==> src/rtl/tdist_pkg.sv <==
package tdist_pkg;

    parameter int TD_COORD_W   = 12;
    parameter int TD_PRIM_W    = 8;
    parameter int TD_SHIFT_W   = 3;
    parameter int TD_CHIP_W    = 3;
    parameter int TD_CHIPLOG_W = 2;

    localparam logic [TD_SHIFT_W-1:0] TD_SHIFT_RST = TD_SHIFT_W'(4);

    typedef logic [TD_COORD_W-1:0] coord_t;
    typedef logic [TD_PRIM_W-1:0]  prim_t;

    typedef struct packed {
        prim_t  prim;
        coord_t ty;
        coord_t tx;
    } tile_entry_t;

    typedef struct packed {
        prim_t  prim;
        coord_t x0;
        coord_t y0;
        coord_t x1;
        coord_t y1;
    } bbox_t;

    typedef struct packed {
        prim_t  prim;
        coord_t tx0;
        coord_t ty0;
        coord_t tx1;
        coord_t ty1;
    } span_t;

    typedef enum logic {
        WK_IDLE,
        WK_WALK
    } walk_state_e;

    // Chip that owns the supertile holding tile (tx, ty).
    function automatic logic [TD_CHIP_W-1:0] super_owner(
        input coord_t                  tx,
        input coord_t                  ty,
        input int unsigned             sup,
        input logic [TD_CHIPLOG_W-1:0] clog
    );
        coord_t                sx;
        coord_t                sy;
        logic [TD_COORD_W:0]   sum;
        logic [TD_CHIP_W-1:0]  msk;
        sx  = tx >> sup;
        sy  = ty >> sup;
        sum = {1'b0, sx} + {1'b0, sy};
        msk = ~({TD_CHIP_W{1'b1}} << clog);
        return sum[TD_CHIP_W-1:0] & msk;
    endfunction

endpackage

==> src/rtl/tdist_range.sv <==
module tdist_range
    import tdist_pkg::*;
#(
    parameter int SCREEN_W = 640,
    parameter int SCREEN_H = 480
) (
    input  bbox_t                  box,
    input  logic [TD_SHIFT_W-1:0]  shift,
    output span_t                  span,
    output logic                   empty
);

    localparam coord_t X_LAST = coord_t'(SCREEN_W - 1);
    localparam coord_t Y_LAST = coord_t'(SCREEN_H - 1);

    coord_t x1c;
    coord_t y1c;
    logic   off_screen;
    logic   inverted;

    always_comb begin
        x1c        = (box.x1 > X_LAST) ? X_LAST : box.x1;
        y1c        = (box.y1 > Y_LAST) ? Y_LAST : box.y1;
        off_screen = (box.x0 > X_LAST) || (box.y0 > Y_LAST);
        inverted   = (box.x0 > box.x1) || (box.y0 > box.y1);
        empty      = off_screen || inverted;

        span.prim  = box.prim;
        span.tx0   = box.x0 >> shift;
        span.ty0   = box.y0 >> shift;
        span.tx1   = x1c >> shift;
        span.ty1   = y1c >> shift;
    end

endmodule

==> src/rtl/tdist_walker.sv <==
module tdist_walker
    import tdist_pkg::*;
#(
    parameter int NUM_PIPES  = 4,
    parameter int SUPER_LOG2 = 2,
    localparam int PIPE_W    = (NUM_PIPES > 1) ? $clog2(NUM_PIPES) : 1
) (
    input  logic                     clk,
    input  logic                     rst,
    input  logic                     in_valid,
    output logic                     in_ready,
    input  span_t                    span_in,
    input  logic                     span_empty,
    input  logic [TD_CHIP_W-1:0]     chip_id,
    input  logic [TD_CHIPLOG_W-1:0]  chip_log2,
    input  logic [NUM_PIPES-1:0]     pipe_full,
    output logic [NUM_PIPES-1:0]     walk_push,
    output tile_entry_t              walk_entry
);

    walk_state_e         state;
    span_t               span_q;
    coord_t              cx;
    coord_t              cy;
    logic [TD_COORD_W:0] tsum;
    logic [PIPE_W-1:0]   pipe_sel;
    logic                owned;
    logic                blocked;
    logic                advance;
    logic                last_col;
    logic                last_row;

    always_comb begin
        tsum     = {1'b0, cx} + {1'b0, cy};
        pipe_sel = PIPE_W'(tsum % (TD_COORD_W + 1)'(NUM_PIPES));
        owned    = (chip_log2 == '0) ||
                   (super_owner(cx, cy, SUPER_LOG2, chip_log2) == chip_id);
        blocked  = owned && pipe_full[pipe_sel];
        advance  = (state == WK_WALK) && !blocked;
        last_col = (cx == span_q.tx1);
        last_row = (cy == span_q.ty1);
        in_ready = (state == WK_IDLE);

        walk_push = '0;
        if (advance && owned) begin
            walk_push[pipe_sel] = 1'b1;
        end
        walk_entry.prim = span_q.prim;
        walk_entry.tx   = cx;
        walk_entry.ty   = cy;
    end

    always_ff @(posedge clk) begin
        if (rst) begin
            state  <= WK_IDLE;
            span_q <= '0;
            cx     <= '0;
            cy     <= '0;
        end else begin
            case (state)
                WK_IDLE: begin
                    if (in_valid && !span_empty) begin
                        span_q <= span_in;
                        cx     <= span_in.tx0;
                        cy     <= span_in.ty0;
                        state  <= WK_WALK;
                    end
                end
                WK_WALK: begin
                    if (advance) begin
                        if (last_col) begin
                            if (last_row) begin
                                state <= WK_IDLE;
                            end else begin
                                cx <= span_q.tx0;
                                cy <= cy + 1'b1;
                            end
                        end else begin
                            cx <= cx + 1'b1;
                        end
                    end
                end
                default: state <= WK_IDLE;
            endcase
        end
    end

endmodule

==> src/rtl/tdist_fifo.sv <==
module tdist_fifo
    import tdist_pkg::*;
#(
    parameter int DEPTH = 8,
    localparam int AW   = (DEPTH > 1) ? $clog2(DEPTH) : 1
) (
    input  logic        clk,
    input  logic        rst,
    input  logic        push,
    input  tile_entry_t din,
    input  logic        pop,
    output tile_entry_t dout,
    output logic        valid,
    output logic        full
);

    tile_entry_t     mem [DEPTH];
    logic [AW-1:0]   wp;
    logic [AW-1:0]   rp;
    logic [AW:0]     cnt;
    logic            do_push;
    logic            do_pop;

    always_comb begin
        full    = (cnt == (AW + 1)'(DEPTH));
        valid   = (cnt != '0);
        do_push = push && !full;
        do_pop  = pop && valid;
        dout    = mem[rp];
    end

    always_ff @(posedge clk) begin
        if (do_push) begin
            mem[wp] <= din;
        end
    end

    always_ff @(posedge clk) begin
        if (rst) begin
            wp  <= '0;
            rp  <= '0;
            cnt <= '0;
        end else begin
            if (do_push) begin
                wp <= (wp == AW'(DEPTH - 1)) ? '0 : wp + 1'b1;
            end
            if (do_pop) begin
                rp <= (rp == AW'(DEPTH - 1)) ? '0 : rp + 1'b1;
            end
            case ({do_push, do_pop})
                2'b10:   cnt <= cnt + 1'b1;
                2'b01:   cnt <= cnt - 1'b1;
                default: cnt <= cnt;
            endcase
        end
    end

endmodule

==> src/rtl/tile_distributor.sv <==
module tile_distributor
    import tdist_pkg::*;
#(
    parameter int NUM_PIPES  = 4,
    parameter int FIFO_DEPTH = 8,
    parameter int SCREEN_W   = 640,
    parameter int SCREEN_H   = 480,
    parameter int SUPER_LOG2 = 2,
    localparam int EW        = $bits(tile_entry_t)
) (
    input  logic                     clk,
    input  logic                     rst,
    input  logic                     cfg_wr,
    input  logic [TD_SHIFT_W-1:0]    cfg_tile_log2,
    input  logic [TD_CHIP_W-1:0]     chip_id,
    input  logic [TD_CHIPLOG_W-1:0]  chip_log2,
    input  logic                     in_valid,
    output logic                     in_ready,
    input  logic [TD_PRIM_W-1:0]     in_prim,
    input  logic [TD_COORD_W-1:0]    in_min_x,
    input  logic [TD_COORD_W-1:0]    in_min_y,
    input  logic [TD_COORD_W-1:0]    in_max_x,
    input  logic [TD_COORD_W-1:0]    in_max_y,
    input  logic [NUM_PIPES-1:0]     pipe_rd,
    output logic [NUM_PIPES-1:0]     pipe_valid,
    output logic [NUM_PIPES*EW-1:0]  pipe_entry
);

    logic [TD_SHIFT_W-1:0] tile_log2_q;
    bbox_t                 box;
    span_t                 span;
    logic                  box_empty;
    logic [NUM_PIPES-1:0]  pipe_full;
    logic [NUM_PIPES-1:0]  walk_push;
    tile_entry_t           walk_entry;

    always_ff @(posedge clk) begin
        if (rst) begin
            tile_log2_q <= TD_SHIFT_RST;
        end else if (cfg_wr) begin
            tile_log2_q <= cfg_tile_log2;
        end
    end

    always_comb begin
        box.prim = in_prim;
        box.x0   = in_min_x;
        box.y0   = in_min_y;
        box.x1   = in_max_x;
        box.y1   = in_max_y;
    end

    tdist_range #(
        .SCREEN_W (SCREEN_W),
        .SCREEN_H (SCREEN_H)
    ) u_range (
        .box   (box),
        .shift (tile_log2_q),
        .span  (span),
        .empty (box_empty)
    );

    tdist_walker #(
        .NUM_PIPES  (NUM_PIPES),
        .SUPER_LOG2 (SUPER_LOG2)
    ) u_walker (
        .clk        (clk),
        .rst        (rst),
        .in_valid   (in_valid),
        .in_ready   (in_ready),
        .span_in    (span),
        .span_empty (box_empty),
        .chip_id    (chip_id),
        .chip_log2  (chip_log2),
        .pipe_full  (pipe_full),
        .walk_push  (walk_push),
        .walk_entry (walk_entry)
    );

    for (genvar p = 0; p < NUM_PIPES; p++) begin : g_pipe
        tile_entry_t head;

        tdist_fifo #(
            .DEPTH (FIFO_DEPTH)
        ) u_fifo (
            .clk   (clk),
            .rst   (rst),
            .push  (walk_push[p]),
            .din   (walk_entry),
            .pop   (pipe_rd[p]),
            .dout  (head),
            .valid (pipe_valid[p]),
            .full  (pipe_full[p])
        );

        assign pipe_entry[p*EW +: EW] = head;
    end

endmodule

==> config.mk <==
export PLATFORM = sky130hd
export DESIGN_NAME = tile_distributor
export DESIGN_NICKNAME = d
export VERILOG_FILES = /design/src/rtl/tdist_pkg.sv /design/src/rtl/tdist_range.sv /design/src/rtl/tdist_walker.sv /design/src/rtl/tdist_fifo.sv /design/src/rtl/tile_distributor.sv
export SDC_FILE = /design/constraint.sdc
export NUM_CORES = 1
export LEC_CHECK = 0
export ABC_AREA = 1
export BUFFER_PORTS_ARGS = -buffer_cell sky130_fd_sc_hd__buf_2
export CORE_MARGIN = 2
export CORE_UTILIZATION = 55
export DETAILED_ROUTE_END_ITERATION = 10
export MAX_ROUTING_LAYER = met4
export PLACE_DENSITY = 0.8
export SETUP_SLACK_MARGIN = 0.5
export SYNTH_ARGS = -nofsm -noshare
export SYNTH_HDL_FRONTEND = slang
export SYNTH_HIERARCHICAL = 1
export SYNTH_SLANG_ARGS = --single-unit
==> constraint.sdc <==
create_clock -name clk -period 4.3 [get_ports clk]
set_input_delay 0.43 -clock clk [delete_from_list [all_inputs] [get_ports clk]]
set_output_delay 0.43 -clock clk [all_outputs]
set_load 0.1 [all_outputs]
==> impl_metrics.py <==
metrics = {
    "worst_setup_path": {
        "r2r_slack_ps": 800,
        "worstPathCellList": "buf_4, o21ai_0, o22ai_1, nand2_1, nand2_1, buf_2",
        "arrival_ps": 3140,
        "slowest_stage": "dfxtp_4",
        "startpoint_type": "register",
        "timing.rr.start": "u_walker/cx[2]",
        "cp_max_fo": 43,
        "r2r_end": "g_pipe[1].u_fifo/mem[5][17]",
        "crit_family": "buffers and inverters",
        "critPathKind": "reg2out",
        "r2r_cells": 19,
        "max_stage_delay_ps": 690,
        "end_kind": "primary output",
        "crit_path_frequent_cell": "nand2_1",
        "critPathBufInv": 2,
        "worstPathRequired_ps": 3870,
    },
    "sta": {
        "drv_slew": 0,
        "max_slew.worst_pin.slew_ps": 1150,
        "tns_ps": 0,
        "fmax_ghz": 0.280,
        "finalHoldViolCount": 0,
        "rsz0062_at_grt": "no",
        "setup_slack_ps": 729,
        "period_needed_ps": 3570,
        "finClkSkew_ps": 35.1,
        "whs_ps": 34.4,
        "relSlewSlack_pct": 23.4,
        "final-setup-viol-count": 0,
        "fin_crit_sh_pct": 83.1,
    },
    "global_routing": {
        "antenna_found_initial": 1,
        "grt_pass1_wl_um": 182000,
        "grt-ovfl-total": 0,
        "grt_pass1_vias": 32000,
        "gr-usage-all-layers_pct": 26.9,
        "grt_start_max_net_pins": 129,
    },
    "cts": {
        "cts_buffer_depth": 3,
        "cts-root-buf": "clkbuf_16",
        "cts_htree_levels": 3,
        "cts_tree": "done",
        "cts-buffers-inserted": 107,
        "cts.sinks": 1148,
        "clkTransAtPathRegs_ps": 60,
        "clock_latency_ps": 700,
    },
    "yosys": {
        "ys_types": 51,
        "ys.flop_type": "edfxtp_1",
        "syn_area_um2": 48900,
        "synth_edf_count": 1024,
        "synth_warnings": 6,
        "synth-async-reset-ratio_pct": 0,
        "synthCells": 4338,
        "synth-seq-area-share_pct": 67.9,
        "synth-seq-cells": 1148,
        "syn_area_per_cell_um2": 11.3,
    },
    "route": {
        "wl_um": 121000,
        "drcViolationCount": 0,
        "first_pass_iters": 6,
        "routed_via_density": 5.83,
        "via_count": 33600,
        "routedWlPerCell_um": 21.1,
        "drt_iter0_drc": 4082,
        "drtAntennaViolNets": 0,
    },
    "min_path": {
        "worstHoldStart": "in_prim[4]",
        "hold_class": "in2reg",
        "min_to": "u_walker/walk_entry[28]",
        "hold_depth": 3,
    },
    "floorplanning": {
        "rows": 109,
        "core_area_um2": 88200,
        "die_y_um": 302,
        "die_area_um2": 91400,
        "ios": 205,
        "initial_core_util_pct": 55.5,
        "fp.dieW_um": 302,
    },
    "final_layout": {
        "areaGrowthSynthToFinish_pct": 12.0,
        "fin_util_pct": 62.1,
        "drive_gt1_share_pct": 12.0,
        "nets": 4633,
    },
    "placed_design": {
        "place.port_buffers": 204,
        "gp_congestion": 0.890,
        "dp_hpwl_um": 70100,
        "dp_slack_ps": 433,
    },
    "power_and_ir_drop": {
        "total_power_mw": 30.6,
        "p_per_area_nw_per_um2": 559,
        "leakagePower_nw": 20.2,
        "irDropWorstVdd_v": 0.000774,
    },
    "run_status": {
        "status": "completed",
    },
    "run": {
        "maxCapViolCount": 0,
    },
}
## state kept, by name, summed over array words and instances (netlist names), named ones only
| register | cells |
|---|---|
| tile_log2_q | 3 |
| g_pipe.u_fifo/wp | 12 |
| u_walker/cx | 12 |
| g_pipe.u_fifo/mem | 1024 |
| g_pipe.u_fifo/cnt | 16 |
| u_walker/state | 1 |
| u_walker/span_q | 36 |
| u_walker/cy | 12 |
| u_walker/walk_entry | 8 |
| g_pipe.u_fifo/rp | 12 |
## how the worst max path moves through the flow
stage          depth (start not counted)                     endpoint  slack, ps
2_1_floorplan                         18   g_pipe[0].u_fifo/mem[1][0]        230
3_3_place_gp                          19  g_pipe[1].u_fifo/mem[7][17]        540
3_5_place_dp                          19  g_pipe[1].u_fifo/mem[1][24]        430
4_1_cts                               20  g_pipe[3].u_fifo/mem[3][17]        500
5_1_grt                               23      g_pipe[1].u_fifo/cnt[2]        490
6_report                               6               pipe_entry[12]        730
## layer usage
metal,vias to the layer above,share of wire [%],track usage (%)
li1,15500,-,-
met3,257,10,4.27
met4,0,4.4,12.1
met5,-,0,-
met2,1838,47,42.0
met1,16000,38,35.0
## cells by family after synthesis
logic type | Yosys count | synth area share (%)
flip-flops | 1148 | 67.9
adder cells (fa/ha/maj) | 57 | 1.47
multiplexers | 134 | 2.74
AO/OA/AOI/OAI | 841 | 9.09
XOR/XNOR | 37 | 0.662
AND/OR/NAND/NOR | 1685 | 13.6
other | 1 | 0.00766
buffers and inverters | 435 | 4.47
## layout make-up
class / count / area [um^2]
fillers: 6531 / 33400
multi-input cells: 2759 / 13800
inverters: 173 / 654
flip-flops and latches: 1148 / 33300
well taps: 1165 / 1460
repair buffers: 315 / 2110
diodes: 1 / 2.50
clock inverters: 68 / 686
clock buffers: 134 / 2830
## worst reg2reg max path, stage by stage (launching register included)
cell and delay [ps]:
dfxtp_1 350, ha_1 150, inv_1 50, fa_1 410, inv_1 110, nand2_1 70, nand2_1 80, nand2_1 50
nand3_1 60, nand2_1 60, nand3_1 80, nand2_2 110, nand2_2 120, nand3_4 110, nor3_4 230, nand2_2 160
nor2_1 170, inv_1 190, nor2_4 110, buf_4 440
## power by group
part	internal [mW]	switching, mW
clock	5.34	4.07
combinational	1.89	6.89
sequential	12.1	0.318
total	19.3	11.3
## layout by cell type (no fill, tap or decap), types with 5 or more instances in the layout
cell type and instances:
nor2_1 649, clkinv_8 5, nor3_1 13, a211oi_1 5, buf_6 7, o21ai_0 491, clkinv_1 23, edfxtp_1 1024
o22ai_1 128, o21ai_1 104, clkbuf_8 5, buf_2 204, nand2_2 7, clkbuf_1 22, buf_4 80, mux2i_1 134
dlygate4sd3_1 5, buf_8 5, inv_2 9, nor2_4 33, xor2_1 17, nand2_1 802, inv_1 160, bufinv_16 11
dfxtp_1 111, clkinv_2 26, conb_1 5, dfxtp_2 5, clkbuf_16 107, buf_12 14, xnor2_1 20, ha_1 55
a21oi_1 87, dfxtp_4 8, nand4_1 19, nand3_1 135, o211ai_1 12
## what timing repair did
item / 4_1_cts / 5_1_grt
setup endpoints to repair: 148 / 906
cloned: 0 / 0
pin swaps: 0 / 3
setup buffers: 0 / 5
hold buffers: 5 / 0
resized for setup: 2 / 45
hold endpoints to repair: 5 / 0
## cell usage after synthesis, types with 2 or more instances
master    number  area, um^2
buf_6         15         169
clkbuf_1      96         360
a21oi_1       87         435
nor3_1        17        85.1
and3_1         2        12.5
buf_2         58         290
clkbuf_2      18        90.1
buf_1         12        45.0
buf_12         4        80.1
o22ai_1      128         801
xnor2_1       20         175
nand3_1      136         681
dfxtp_1      124        2480
nor2_1       682        2560
nand4_1       19         119
a211oi_1       5        37.5
o211ai_1      12        90.1
or2_1          2        12.5
buf_4         51         383
inv_2          5        18.8
and2_1         2        12.5
a22oi_1        4        30.0
mux2i_1      134        1340
nand3_2        2        20.0
nand2_2        2        12.5
nor3b_1        4        30.0
xor2_1        17         149
ha_1          56         701
nor2_2         2        12.5
o31ai_1        2        15.0
edfxtp_1    1024       30700
buf_8          8         120
clkinv_1       2        7.51
o21a_1         2        15.0
nand2_1      807        3030
nand3b_1       2        15.0
o21ai_2        3        26.3
o21ai_1      104         521
nand3_4        2        35.0
inv_1        165         619
o21ai_0      491        2460
## per-stage QoR
stage / cells / instance area, um^2
floorplan: 4342 / 49100
global placement: 5550 / 51000
detailed placement: 5550 / 51000
CTS: 5757 / 54600
global route: 5763 / 54800
finish: 5763 / 54800
Power figures use the tool's default switching activity.
